--- src/rtl/rxq_pkg.sv ---
// Package rxq_pkg: constants and types shared by the receive queue controller.
package rxq_pkg;
    localparam logic [4:0] ICODE_NONE    = 5'b00000;
    localparam logic [4:0] ICODE_FIFO_RX = 5'b10000;

    typedef enum logic {
        WM_ONE_FREE  = 1'b0,
        WM_FOUR_FREE = 1'b1
    } wm_sel_e;
endpackage

--- src/rtl/rxq_depth.sv ---
// rxq_depth: turns the per-slot transmit configuration into a queue depth.
// The depth ends just before the lowest configurable slot marked as transmit.
// If no slot is marked, every slot is used.
// Assumes: the fixed receive slots come first, then the configurable slots in index order.
module rxq_depth #(
    parameter int NUM_DED  = 2,
    parameter int NUM_PROG = 6,
    parameter int DW       = 4
) (
    input  logic [NUM_PROG-1:0] prog_is_tx,
    output logic [DW-1:0]       depth
);
    // Priority scan: the lowest transmit slot wins.
    always_comb begin
        depth = DW'(NUM_DED + NUM_PROG);
        for (int i = NUM_PROG - 1; i >= 0; i--) begin
            if (prog_is_tx[i]) depth = DW'(NUM_DED + i);
        end
    end
endmodule

--- src/rtl/rxq_ptr.sv ---
// rxq_ptr: a slot pointer that steps by one and wraps from depth-1 back to 0.
// Assumes: depth >= 1, and depth changes only in a cycle where clr is high.
module rxq_ptr #(
    parameter int PW = 3,
    parameter int DW = 4
) (
    input  logic          clk,
    input  logic          rst_n,
    input  logic          clr,
    input  logic          step,
    input  logic [DW-1:0] depth,
    output logic [PW-1:0] ptr
);
    logic [DW-1:0] last;

    // Index of the last slot in the current depth.
    always_comb last = depth - DW'(1);

    // Pointer register: reset and clr go to 0, step advances with wrap.
    always_ff @(posedge clk) begin
        if (!rst_n || clr)      ptr <= '0;
        else if (step) begin
            if (DW'(ptr) == last) ptr <= '0;
            else                  ptr <= ptr + PW'(1);
        end
    end

    // the pointer never leaves the current depth.
    a_r3_ptr_in_range: assert property (@(posedge clk) disable iff (!rst_n)
        !clr |=> (DW'(ptr) < depth));
endmodule

--- src/rtl/rxq_flags.sv ---
// rxq_flags: the per-slot full flags. A flag is set when a message is stored
// and cleared when the host releases the slot.
// Assumes: set and clear never name the same slot in the same cycle.
module rxq_flags #(
    parameter int SLOTS = 8,
    parameter int PW    = 3
) (
    input  logic             clk,
    input  logic             rst_n,
    input  logic             flush,
    input  logic             set_en,
    input  logic [PW-1:0]    set_idx,
    input  logic             clr_en,
    input  logic [PW-1:0]    clr_idx,
    output logic [SLOTS-1:0] flags
);
    for (genvar s = 0; s < SLOTS; s++) begin : g_slot
        // One flag per slot: set on store, clear on host release.
        always_ff @(posedge clk) begin
            if (!rst_n || flush)                            flags[s] <= 1'b0;
            else if (set_en && set_idx == PW'(s))           flags[s] <= 1'b1;
            else if (clr_en && clr_idx == PW'(s))           flags[s] <= 1'b0;
        end
    end

    // a store and a release never name the same slot.
    a_r10_no_clash: assert property (@(posedge clk) disable iff (!rst_n)
        !(set_en && clr_en && set_idx == clr_idx));
endmodule

--- src/rtl/rxq_ctrl.sv ---
// rxq_ctrl: the top of the receive queue controller. It selects the slot for each
// accepted message, tracks the full flags, handles host releases, and drives the
// empty, interrupt-code, watermark and overflow outputs.
// Assumes: the payload is written outside the block when wr_en is high, and the
// transmit configuration is applied by a flush or a reset.
module rxq_ctrl
    import rxq_pkg::*;
#(
    parameter int NUM_DED  = 2,
    parameter int NUM_PROG = 6,
    parameter int WM_LO    = 1,
    parameter int WM_HI    = 4
) (
    input  logic                              clk,
    input  logic                              rst_n,
    input  logic [NUM_PROG-1:0]               prog_is_tx,
    input  logic                              wm_sel,
    input  logic                              flush,
    input  logic                              msg_accept,
    input  logic                              host_clr,
    input  logic [$clog2(NUM_DED+NUM_PROG)-1:0] host_clr_slot,
    output logic                              wr_en,
    output logic [$clog2(NUM_DED+NUM_PROG)-1:0] wr_slot,
    output logic [NUM_DED+NUM_PROG-1:0]       full_flags,
    output logic [$clog2(NUM_DED+NUM_PROG)-1:0] rd_ptr,
    output logic                              fifo_empty,
    output logic [$clog2(NUM_DED+NUM_PROG+1)-1:0] depth,
    output logic [4:0]                        int_code,
    output logic                              wm_irq,
    output logic                              overflow
);
    localparam int SLOTS = NUM_DED + NUM_PROG;
    localparam int PW    = $clog2(SLOTS);
    localparam int DW    = $clog2(SLOTS + 1);

    logic [DW-1:0] depth_cfg;
    logic [DW-1:0] fill;
    logic [DW-1:0] free_cnt;
    logic [DW-1:0] thr;
    logic          clr_ok;
    logic          drop;

    rxq_depth #(.NUM_DED(NUM_DED), .NUM_PROG(NUM_PROG), .DW(DW)) u_depth (
        .prog_is_tx (prog_is_tx),
        .depth      (depth_cfg)
    );

    // Depth register: loaded only at reset or flush.
    always_ff @(posedge clk) begin
        if (!rst_n || flush) depth <= depth_cfg;
    end

    // Accept and release qualification. A flush overrides both.
    always_comb begin
        wr_en  = msg_accept && !flush && !full_flags[wr_slot];
        drop   = msg_accept && !flush &&  full_flags[wr_slot];
        clr_ok = host_clr && !flush && (host_clr_slot == rd_ptr) && full_flags[rd_ptr];
    end

    rxq_ptr #(.PW(PW), .DW(DW)) u_wptr (
        .clk (clk), .rst_n (rst_n), .clr (flush), .step (wr_en),
        .depth (depth), .ptr (wr_slot)
    );

    rxq_ptr #(.PW(PW), .DW(DW)) u_rptr (
        .clk (clk), .rst_n (rst_n), .clr (flush), .step (clr_ok),
        .depth (depth), .ptr (rd_ptr)
    );

    rxq_flags #(.SLOTS(SLOTS), .PW(PW)) u_flags (
        .clk (clk), .rst_n (rst_n), .flush (flush),
        .set_en (wr_en), .set_idx (wr_slot),
        .clr_en (clr_ok), .clr_idx (rd_ptr),
        .flags (full_flags)
    );

    // Sticky overflow: set on a dropped message, cleared by reset or flush.
    always_ff @(posedge clk) begin
        if (!rst_n || flush) overflow <= 1'b0;
        else if (drop)       overflow <= 1'b1;
    end

    // Fill level, free count and watermark threshold.
    always_comb begin
        fill = '0;
        for (int s = 0; s < SLOTS; s++) fill = fill + DW'(full_flags[s]);
        free_cnt = depth - fill;
        thr      = (wm_sel == WM_FOUR_FREE) ? DW'(WM_HI) : DW'(WM_LO);
    end

    // Status outputs derived from the flag at the read pointer and the free count.
    always_comb begin
        fifo_empty = !full_flags[rd_ptr];
        int_code   = fifo_empty ? ICODE_NONE : ICODE_FIFO_RX;
        wm_irq     = !fifo_empty && (free_cnt <= thr);
    end

    // a store leaves its slot marked full.
    a_r2_store_sets_flag: assert property (@(posedge clk) disable iff (!rst_n)
        wr_en |=> full_flags[$past(wr_slot)]);

    // no write is issued when every slot of the current depth is full.
    a_r8_no_write_when_full: assert property (@(posedge clk) disable iff (!rst_n)
        (fill == depth) |-> !wr_en);

    // the overflow flag holds until a flush.
    a_r8_overflow_sticky: assert property (@(posedge clk) disable iff (!rst_n)
        (overflow && !flush) |=> overflow);

    // the depth stays fixed without a flush.
    a_r9_depth_hold: assert property (@(posedge clk) disable iff (!rst_n)
        !flush |=> $stable(depth));

    // a receive code is only shown while a message is present.
    a_r6_code_needs_data: assert property (@(posedge clk) disable iff (!rst_n)
        (int_code != ICODE_NONE) |-> (fill != '0));
endmodule

--- config.mk ---
export PLATFORM = sky130hd
export DESIGN_NAME = rxq_ctrl
export DESIGN_NICKNAME = d
export VERILOG_FILES = /design/src/rtl/rxq_pkg.sv /design/src/rtl/rxq_depth.sv /design/src/rtl/rxq_ptr.sv /design/src/rtl/rxq_flags.sv /design/src/rtl/rxq_ctrl.sv
export SDC_FILE = /design/constraint.sdc
export NUM_CORES = 1
export LEC_CHECK = 0
export BUFFER_PORTS_ARGS = -buffer_cell sky130_fd_sc_hd__buf_2
export CORE_MARGIN = 4
export CORE_UTILIZATION = 33
export CTS_CLUSTER_SIZE = 14
export DETAILED_ROUTE_END_ITERATION = 16
export GPL_ROUTABILITY_DRIVEN = 0
export GPL_TIMING_DRIVEN = 0
export SYNTH_ARGS = -nofsm -noshare
export SYNTH_HDL_FRONTEND = slang
export SYNTH_SLANG_ARGS = --single-unit
export TNS_END_PERCENT = 10
--- constraint.sdc ---
create_clock -name clk -period 8.8 [get_ports clk]
set_input_delay 0.44 -clock clk [delete_from_list [all_inputs] [get_ports clk]]
set_output_delay 0.44 -clock clk [all_outputs]
set_load 0.1 [all_outputs]
==> results of run 1 <==
[report_power, final]
group	leakage, nW	switching (W)	internal [W]
clock	0.0228	0.0000284	0.0000322
sequential	0.163	0.00000386	0.0000915
combinational	0.819	0.0000770	0.0000418
total	1.00	0.000109	0.000165
[stage by stage]
stage	hold WS [ps]	utilization
6_report	473.0	0.4001
5_1_grt	483.2	0.4001
4_1_cts	469.6	0.4001
3_5_place_dp	489.2	0.3919
3_3_place_gp	484.8	0.3919
2_1_floorplan	597.2	-
[worst max-delay path by stage]
stage / start / end / slack [ps] / depth (start not counted)
after detailed placement: u_flags.flags[1]$_SDFFE_PP0P_ / wm_irq / 4110 / 15
after floorplan: u_flags.flags[1]$_SDFFE_PP0P_ / wm_irq / 2020 / 14
after CTS: u_flags.flags[1]$_SDFFE_PP0P_ / wm_irq / 3830 / 15
after global placement: u_flags.flags[1]$_SDFFE_PP0P_ / wm_irq / 4190 / 15
final: u_flags.flags[1]$_SDFFE_PP0P_ / wm_irq / 3880 / 15
after global routing: u_flags.flags[1]$_SDFFE_PP0P_ / wm_irq / 3640 / 15
[sequential cells by signal (all words and copies together), names as in the netlist]
name,flops
u_flags.flags,8
depth,4
u_rptr.ptr,3
u_wptr.ptr,3
overflow,1
[worst register-to-register path, stage by stage, from the launching register on]
cell	delay [ps]
dfxtp_1	390
buf_2	220
xnor2_1	150
nand4b_1	230
or4_1	580
a32o_1	280
[synth_stat cells (2+ instances only)]
| master | instances |
|---|---|
| o22a_1 | 2 |
| xnor2_1 | 10 |
| a32o_1 | 8 |
| inv_1 | 31 |
| xor2_1 | 3 |
| nand2b_1 | 4 |
| fa_1 | 8 |
| ha_1 | 23 |
| nor2_1 | 13 |
| o31ai_1 | 4 |
| o32ai_1 | 2 |
| mux2i_1 | 6 |
| a22oi_1 | 3 |
| mux2_2 | 3 |
| or4_1 | 3 |
| edfxtp_1 | 4 |
| nor3_1 | 4 |
| dfxtp_1 | 15 |
| buf_4 | 4 |
| o311ai_0 | 3 |
| nand4_1 | 5 |
| nand2_1 | 13 |
| a21oi_1 | 2 |
| buf_2 | 3 |
| o21a_1 | 2 |
| nor2b_1 | 4 |
| clkbuf_1 | 3 |
[cell type report]
| class | instances | area, µm² | share of cell area |
|---|---|---|---|
| clock buffer | 4 | 45.04 | 0.02057 |
| buffer | 11 | 67.56 | 0.03086 |
| tap | 72 | 90.09 | 0.04114 |
| sequential | 19 | 420.4 | 0.1920 |
| multi-input combinational | 147 | 1265 | 0.5777 |
| timing repair buffer | 37 | 185.2 | 0.08457 |
| inverter | 31 | 116.4 | 0.05314 |
[cells by family after synthesis]
kind of cell | after synthesis | synth area share
AOI/OAI and AO/OA | 35 | 0.1569
DFF | 19 | 0.2263
adders and majority gates | 31 | 0.2411
buffers and inverters | 42 | 0.09899
and+or+nand+nor | 54 | 0.1502
other | 1 | 0.002018
xor gates and xnor gates | 14 | 0.07407
muxes | 9 | 0.05051
[layout by cell type (no fill, tap or decap), types with 4 or more instances in the layout]
cell type | synthesis | layout
buf_2 | 3 | 40
inv_1 | 31 | 31
ha_1 | 23 | 23
dfxtp_1 | 15 | 15
nand2_1 | 13 | 13
nor2_1 | 13 | 13
xnor2_1 | 10 | 10
a32o_1 | 8 | 8
fa_1 | 8 | 8
mux2i_1 | 6 | 6
nand4_1 | 5 | 5
nor2b_1 | 4 | 4
nand2b_1 | 4 | 4
clkbuf_1 | 3 | 4
nor3_1 | 4 | 4
o31ai_1 | 4 | 4
buf_4 | 4 | 4
conb_1 | 1 | 4
edfxtp_1 | 4 | 4
[metal layers]
layer	up-vias	share of wire	routed length, µm
met5	-	0	0
met4	0	0.0080	34
met3	4	0.028	117
met2	31	0.49	2065
met1	737	0.48	2008
li1	795	-	-
==> reports/qor.yml, run 1 <==
insertion_delay_ps: 250
grt_use_met2: 0.2099
vias: 1567
cts.htree.levels: 1
firstDrtPassIters: 4
rows: 27
critical_path_class: "flop to primary output"
setup_viol: 0
max-cap-violations: 0
max_freq_ghz: 0.2033
drt_iter0_drc: 81
regToRegSetupSlack_ps: 6850
yosys-top-cells-area: "dfxtp_1, ha_1, fa_1"
stdcell_area_um2: 2190
n_antenna_cell: 0
fillers: 582
wire_per_inst_um: 13.16
cp.required_ps: 8360
initial_utilization: 0.3395
ff2ff_path_depth: 5
die-area_um2: 6895
finalSetupTns_ps: 0
antenna_found_initial: 0
cts.clk_slew.worst_paths_ps: 70
coreArea_um2: 5473
cts_root_buf: "clkbuf_8"
ys_types: 47
tightestPinTransition_ps: 587.1
synth-seq-cells: 19
postCtsSetupRepairBufs: 0
ir_drop_v: 0.00007525
grt_max_degree: 11
hpwl_um: 3586
cts.sinks: 19
crit_path_max_incr_delay_ps: 580
final_cells: 321
cts_max_path_buffers: 2
area_growth_pct: 17.85
drc: 0
synthCells: 205
cts_resized: 0
worstHoldStart: "msg_accept"
power_w: 0.0002747
use_met3: 0.01786
max-slew-margin-rel: 0.6086
worstReg2RegStart: "u_rptr.ptr[1]$_SDFFE_PP0P_"
whs_endpoint: "overflow$_SDFFE_PP0P_"
synth_edf_count: 4
holdPathStages: 3
numCtsBuffers: 3
final_max_slew_viol_count: 0
io_pins: 42
status: "finished clean"
synthFlopType: "dfxtp_1"
postRouteAntennaNets: 0
finalCritPeriodShare: 0.5590
synth.top_cell.area_share: 0.1616
yosysSeqAreaShare: 0.2263
synth_top_cell_by_area: "dfxtp_1"
hold_class: "input port to flop"
grt-ovfl-total: 0
track_usage: 0.1236
critPathCaptureType: "primary output"
rsz0062_at_grt: "no"
grt_pass1_vias: 1518
synth_area_um2: 1858
fin_crit_ps: 4919
avgSynthCellArea_um2: 9.064
crit_top_cell: "fa_1"
wirelength_um: 4225
tritoncts: "done"
clock_skew_ps: 2.505
crit_chain: "inv_1, fa_1, fa_1, inv_1, fa_1, fa_1, inv_1, ha_1, nor2_1, xnor2_1, ha_1, a22oi_1, o22a_1, a211oi_1, buf_2"
ys_warn_count: 0
final-hold-violation-count: 0
post_dp_cell_area_um2: 2145
cp_slowest_cell: "fa_1"
nNetsFinal: 296
met1_usage: 0.1641
async_flop_share: 0
drive_gt1_frac: 0.2129
die_h_um: 83.04
startpoint_type: "flop"
grt-busiest-layer: "met2"
grt_first_pass_wirelength_um: 7093
p_leak_nw: 1.004
critPathMaxFanout: 5
rr_endpoint: "u_flags.flags[4]$_SDFFE_PP0P_"
place_ws_ps: 4109
cts.hold.buffers_added: 0
worstPathArrival_ps: 4480
power_density_nw_per_um2: 125.4
chipWidth_um: 83.04
crit_family: "adder cells"
dp_cells: 317
io_buffers: 37
crit_buf_inv: 4
setup_ws_ps: 3881
post_drt_via_cell_ratio: 4.882
No activity file was read; power rests on OpenSTA's default activity.
==> inputs of run 2 (changes only) <==
Settings changed: ABC_AREA set to 1.
Clock period 8.8 ns to 4.67 ns, I/O delays scaled along.
==> run 2 against run 1 <==
Against the previous run: clock power rose by 100%; sequential cell count unchanged; critical endpoint unchanged; highest routed layer unchanged; synthesized cell count rose by 42%; routed wire length up 9.5%; final cell count rose by 28%; first-iteration DRC count grew 73%; largest power group unchanged; sequential power increased by 89%.
==> reports/qor.yml, run 2 <==
synth.most_common_cell: "nand2_1"
io_pins: 42
wirelength_um: 4628
vias: 1864
cp_slowest_cell: "fa_1"
place_ws_ps: 382.4
numCtsBuffers: 3
synth-seq-cells: 19
setup_viol: 0
worstPathArrival_ps: 4180
clock_skew_ps: 5.457
final_max_slew_viol_count: 0
final-hold-violation-count: 0
worstHoldStart: "prog_is_tx[0]"
die-area_um2: 7189
crit_path_max_incr_delay_ps: 520
postRouteAntennaNets: 0
max_freq_ghz: 0.2265
worstReg2RegStart: "depth[0]$_SDFFCE_PP0P_"
wire_per_inst_um: 11.29
seq_area_um2: 430.4
cts.clk_slew.worst_paths_ps: 80
insertion_delay_ps: 260
critical_path_class: "flop to primary output"
async_flop_share: 0
top_register: "u_flags.flags"
cts.htree.levels: 1
rsz0062_at_grt: "no"
holdPathStages: 2
synthCells: 291
drc: 0
hold_class: "input port to flop"
fillers: 641
finalCritPeriodShare: 0.9456
synth_common_cells: "nand2_1, inv_1, nand3_1"
layout_commonest_cell: "nand2_1"
synth_edf_count: 4
finalSetupTns_ps: 0
synth.top_cell.area_share: 0.1833
synth_area_um2: 1946
multi_input_area_um2: 1290
drive_gt1_frac: 0.2160
track_usage: 0.1355
crit_top_cell: "fa_1"
tritoncts: "done"
final_cell_mix: "nand2_1, inv_1, buf_2"
setup_ws_ps: 254.2
nNetsFinal: 385
largest_reg_flops: 8
synthFlopType: "dfxtp_1"
whs_endpoint: "depth[0]$_SDFFCE_PP0P_"
critPathMaxFanout: 3
cts.sinks: 19
n_antenna_cell: 0
status: "finished clean"
cp.required_ps: 4440
firstDrtPassIters: 4
critPathCaptureType: "primary output"
max-slew-margin-rel: 0.5099
grt_pass1_vias: 1782
grt_first_pass_wirelength_um: 8100
p_leak_nw: 1.322
post_drt_via_cell_ratio: 4.546
ys_types: 29
power_density_nw_per_um2: 232.2
cts_root_buf: "clkbuf_8"
rows: 27
io_buffers: 37
die_h_um: 84.79
area_growth_pct: 19.42
avgSynthCellArea_um2: 6.686
ys_warn_count: 0
coreArea_um2: 5608
crit_chain: "inv_1, fa_1, inv_1, fa_1, fa_1, fa_1, inv_1, ha_1, nor2_1, xor2_1, ha_1, a21boi_0, o21ai_0, nand2_1, nor2_4, buf_4"
yosys-top-cells-area: "nand2_1, dfxtp_1, ha_1"
grt_max_degree: 14
yosysSeqAreaShare: 0.2161
ir_drop_v: 0.0001142
initial_utilization: 0.3469
cts_max_path_buffers: 2
max-cap-violations: 0
rr_endpoint: "u_wptr.ptr[2]$_SDFFE_PP0P_"
startpoint_type: "flop"
cts.hold.buffers_added: 0
fin_crit_ps: 4416
ff2ff_path_depth: 12
synth_top_cell_by_area: "nand2_1"
drt_iter0_drc: 140
tightestPinTransition_ps: 735.2
chipWidth_um: 84.79
hpwl_um: 3704
regToRegSetupSlack_ps: 2760
grt-ovfl-total: 0
reg.largest.list: "u_flags.flags (8), depth (4)"
antenna_found_initial: 0
[run 2: worst max path at each step]
stage | from | slack (ps) | to
final | u_flags.flags[4]$_SDFFE_PP0P_ | 250 | wm_irq
after CTS | depth[0]$_SDFFCE_PP0P_ | 80 | wm_irq
after global placement | depth[0]$_SDFFCE_PP0P_ | 380 | wm_irq
after detailed placement | depth[0]$_SDFFCE_PP0P_ | 380 | wm_irq
after floorplan | depth[0]$_SDFFCE_PP0P_ | 20 | wm_irq
after global routing | u_flags.flags[4]$_SDFFE_PP0P_ | 5 | wm_irq
[run 2: power by group]
part	total, W	leakage [nW]	switching [W]	internal (W)
sequential	0.000180	0.167	0.00000742	0.000173
combinational	0.000238	1.13	0.000159	0.0000788
clock	0.000122	0.0255	0.0000620	0.0000595
[run 2: logic make-up after synthesis]
family | count (synthesis) | synth area share
other | 1 | 0.001927
buffers and inverters | 62 | 0.1318
AND/OR/NAND/NOR | 151 | 0.3299
AO/OA/AOI/OAI | 19 | 0.05402
flip-flops | 19 | 0.2161
XOR/XNOR | 8 | 0.03601
adder cells (fa/ha/maj) | 31 | 0.2302
[run 2: critical path, delay by kind of cell (launching register included)]
| family | cells | cell delay (ps) |
|---|---|---|
| compound gates | 2 | 280 |
| fa+ha+maj | 6 | 2320 |
| buf+inv | 4 | 510 |
| xor+xnor | 1 | 160 |
| flops | 1 | 340 |
| simple gates | 3 | 300 |
[run 2: routing by layer]
metal	vias to the layer above	part of all wire	wire [µm]	track usage
met5	-	0	0	0
met4	0	0.017	78	0.04029
met3	7	0.053	244	0.01276
met2	47	0.48	2231	0.2320
met1	842	0.45	2073	0.1800
li1	968	-	-	-
[run 2: cell type report]
| type | count | share of cell area |
|---|---|---|
| clock inverter | 1 | 0.002154 |
| multi-input combinational | 213 | 0.5552 |
| clock buffer | 3 | 0.01777 |
| timing repair buffer | 40 | 0.09047 |
| sequential | 19 | 0.1852 |
| inverter | 54 | 0.08724 |
| tap | 72 | 0.03877 |
| buffer | 8 | 0.02316 |
[run 2: repair_timing]
action                     in CTS  in global routing
buffers inserted                0                  3
setup endpoints to repair       0                  1
gates resized for setup         0                  2
[run 2: through the flow]
stage | std cells | hold slack (ps) | util | area, µm² | total power, W
6_report | 410 | 252.6 | 0.4143 | 2323 | 0.0005396
5_1_grt | 410 | 267.0 | 0.4143 | 2323 | 0.0005801
4_1_cts | 407 | 256.0 | 0.4099 | 2298 | 0.0005383
3_5_place_dp | 403 | 449.9 | 0.4016 | 2252 | 0.0004185
3_3_place_gp | 403 | 446.3 | 0.4016 | 2252 | 0.0004127
2_1_floorplan | 294 | 417.0 | - | 1977 | 0.0003768
==> inputs of run 3 (changes only) <==
--- a/config.mk
+++ b/config.mk
@@ -10,5 +10,5 @@
 export CORE_MARGIN = 4
 export CORE_UTILIZATION = 33
-export CTS_CLUSTER_SIZE = 14
+export CTS_CLUSTER_SIZE = 10
 export DETAILED_ROUTE_END_ITERATION = 16
 export GPL_ROUTABILITY_DRIVEN = 0
==> constraint.sdc (replaced) <==
create_clock -name clk -period 4.67 [get_ports clk]
set_input_delay 0.2335 -clock clk [delete_from_list [all_inputs] [get_ports clk]]
set_output_delay 0.2335 -clock clk [all_outputs]
set_load 0.01 [all_outputs]
==> run 3 against run 2 <==
Against the previous run: register-to-register slack improved by 80 ps; setup slack improved by 68 ps; via count shrank 3.1%; power shrank 12%; non-clock buffer count down 3; final cell count shrank 0.73%; critical path depth is the same; first-iteration DRC count down 31%; hold slack gained 4.1 ps; global-route usage decreased by 0.36 points; critical path type unchanged; critical endpoint unchanged; largest power group is now sequential cells.
==> reports/qor.yml, run 3 (synthesis results as in run 2) <==
post_drt_via_cell_ratio: 4.437
cts.hold.buffers_added: 0
worstReg2RegStart: "depth[0]$_SDFFCE_PP0P_"
hold-worst-slack_ps: 256.7
ir_drop_v: 0.00009845
drc: 0
drt_iter0_drc: 96
crit_end: "wm_irq"
tightestPinTransition_ps: 667.9
wire_per_inst_um: 11.18
postRouteAntennaNets: 0
firstDrtPassIters: 4
initial_utilization: 0.3469
grt_max_degree: 14
io_buffers: 37
rr_endpoint: "u_wptr.ptr[2]$_SDFFE_PP0P_"
crit_path_start: "u_flags.flags[4]$_SDFFE_PP0P_"
layout_commonest_cell: "nand2_1"
nNetsFinal: 382
wirelength_um: 4551
cts.htree.levels: 1
finalCritPeriodShare: 0.9311
hold_class: "input port to flop"
die-area_um2: 7189
regToRegSetupSlack_ps: 2840
antenna_found_initial: 0
final_cell_mix: "nand2_1, inv_1, buf_2"
cp.required_ps: 4440
clock_skew_ps: 9.190
startpoint_type: "flop"
top_register: "u_flags.flags"
final-hold-violation-count: 0
final_max_slew_viol_count: 0
grt_first_pass_wirelength_um: 7990
power_density_nw_per_um2: 208.6
utilization: 0.4070
critPathCaptureType: "primary output"
die_h_um: 84.79
rsz0062_at_grt: "no"
chipWidth_um: 84.79
io_pins: 42
tritoncts: "done"
max-cap-violations: 0
numCtsBuffers: 3
fin_crit_ps: 4348
cts_root_buf: "clkbuf_8"
insertion_delay_ps: 260
critPathMaxFanout: 3
drive_gt1_frac: 0.1851
status: "finished clean"
track_usage: 0.1319
postCtsSetupRepairBufs: 0
worstPathArrival_ps: 4110
grt_pass1_vias: 1760
hpwl_um: 3693
critical_path_class: "flop to primary output"
rows: 27
n_antenna_cell: 0
vias: 1806
finalSetupTns_ps: 0
largest_reg_flops: 8
area_growth_pct: 17.30
max_freq_ghz: 0.2300
coreArea_um2: 5608
fillers: 640
grt-ovfl-total: 0
cts_max_path_buffers: 2
setup_viol: 0
ff2ff_path_depth: 11
reg.largest.list: "u_flags.flags (8), depth (4)"
p_leak_nw: 1.303
max-slew-margin-rel: 0.5548
cts.clk_slew.worst_paths_ps: 80
cts.sinks: 19
[run 3: changes by cell type in the layout (fill, tap and decap cells not counted), sizes merged]
cell	change
buf	-3
[run 3: area by class of cell]
class,count,area (µm²),area share
Clock buffer,3,41.29,0.01809
Timing Repair Buffer,37,185.2,0.08114
Sequential cell,19,421.7,0.1848
Clock inverter,1,5.005,0.002193
Inverter,54,202.7,0.08882
Multi-Input combinational cell,213,1282,0.5620
Buffer,8,53.80,0.02357
Tap cell,72,90.09,0.03947
[run 3: how the worst min path moves through the flow]
| stage | start | endpoint | cells after the start |
|---|---|---|---|
| 4_1_cts | prog_is_tx[0] | depth[0]$_SDFFCE_PP0P_ | 2 |
| 3_5_place_dp | overflow$_SDFFE_PP0P_ | overflow$_SDFFE_PP0P_ | 1 |
| 3_3_place_gp | overflow$_SDFFE_PP0P_ | overflow$_SDFFE_PP0P_ | 1 |
| 5_1_grt | prog_is_tx[0] | depth[0]$_SDFFCE_PP0P_ | 2 |
| 2_1_floorplan | prog_is_tx[0] | depth[1]$_SDFFCE_PP1P_ | 2 |
| 6_report | prog_is_tx[0] | depth[0]$_SDFFCE_PP0P_ | 2 |
[run 3: per-stage QoR]
step                      worst slack (ps)  power [W]  area (µm²)  cells
after global routing                 7.531  0.0005172        2282    407
after CTS                            253.1  0.0004824        2278    407
after floorplan                      770.0  0.0003164        1957    294
final                                321.7  0.0004762        2282    407
after global placement               597.9  0.0003534        2232    403
after detailed placement             573.1  0.0003596        2232    403
[run 3: report_power, final]
group,switching [W],internal (W),total (W)
logic,0.0000988,0.0000756,0.000174
registers,0.00000783,0.000173,0.000180
clock network,0.0000619,0.0000595,0.000121
[run 3: repair_timing]
| item | in CTS | in global routing |
|---|---|---|
| endpoints found under the hold margin | 0 | 0 |
| resized for setup | 0 | 2 |
| endpoints found under the setup margin | 0 | 1 |
[run 3: critical path: stages, from the launching register on]
cell	delay [ps]
dfxtp_1	370
inv_1	110
fa_1	420
inv_1	90
fa_1	430
fa_1	470
fa_1	570
inv_1	50
ha_1	220
nor2_2	120
xor2_1	170
ha_1	260
a21boi_0	130
o21ai_0	150
nand2_1	70
nor2_1	90
buf_2	130
[run 3: layer usage]
metal / up-vias / global-route usage / wire, µm
met5: - / 0 / 0
met4: 0 / 0.04460 / 35
met3: 2 / 0.01276 / 156
met2: 32 / 0.2157 / 2208
met1: 816 / 0.1812 / 2151
li1: 956 / - / -
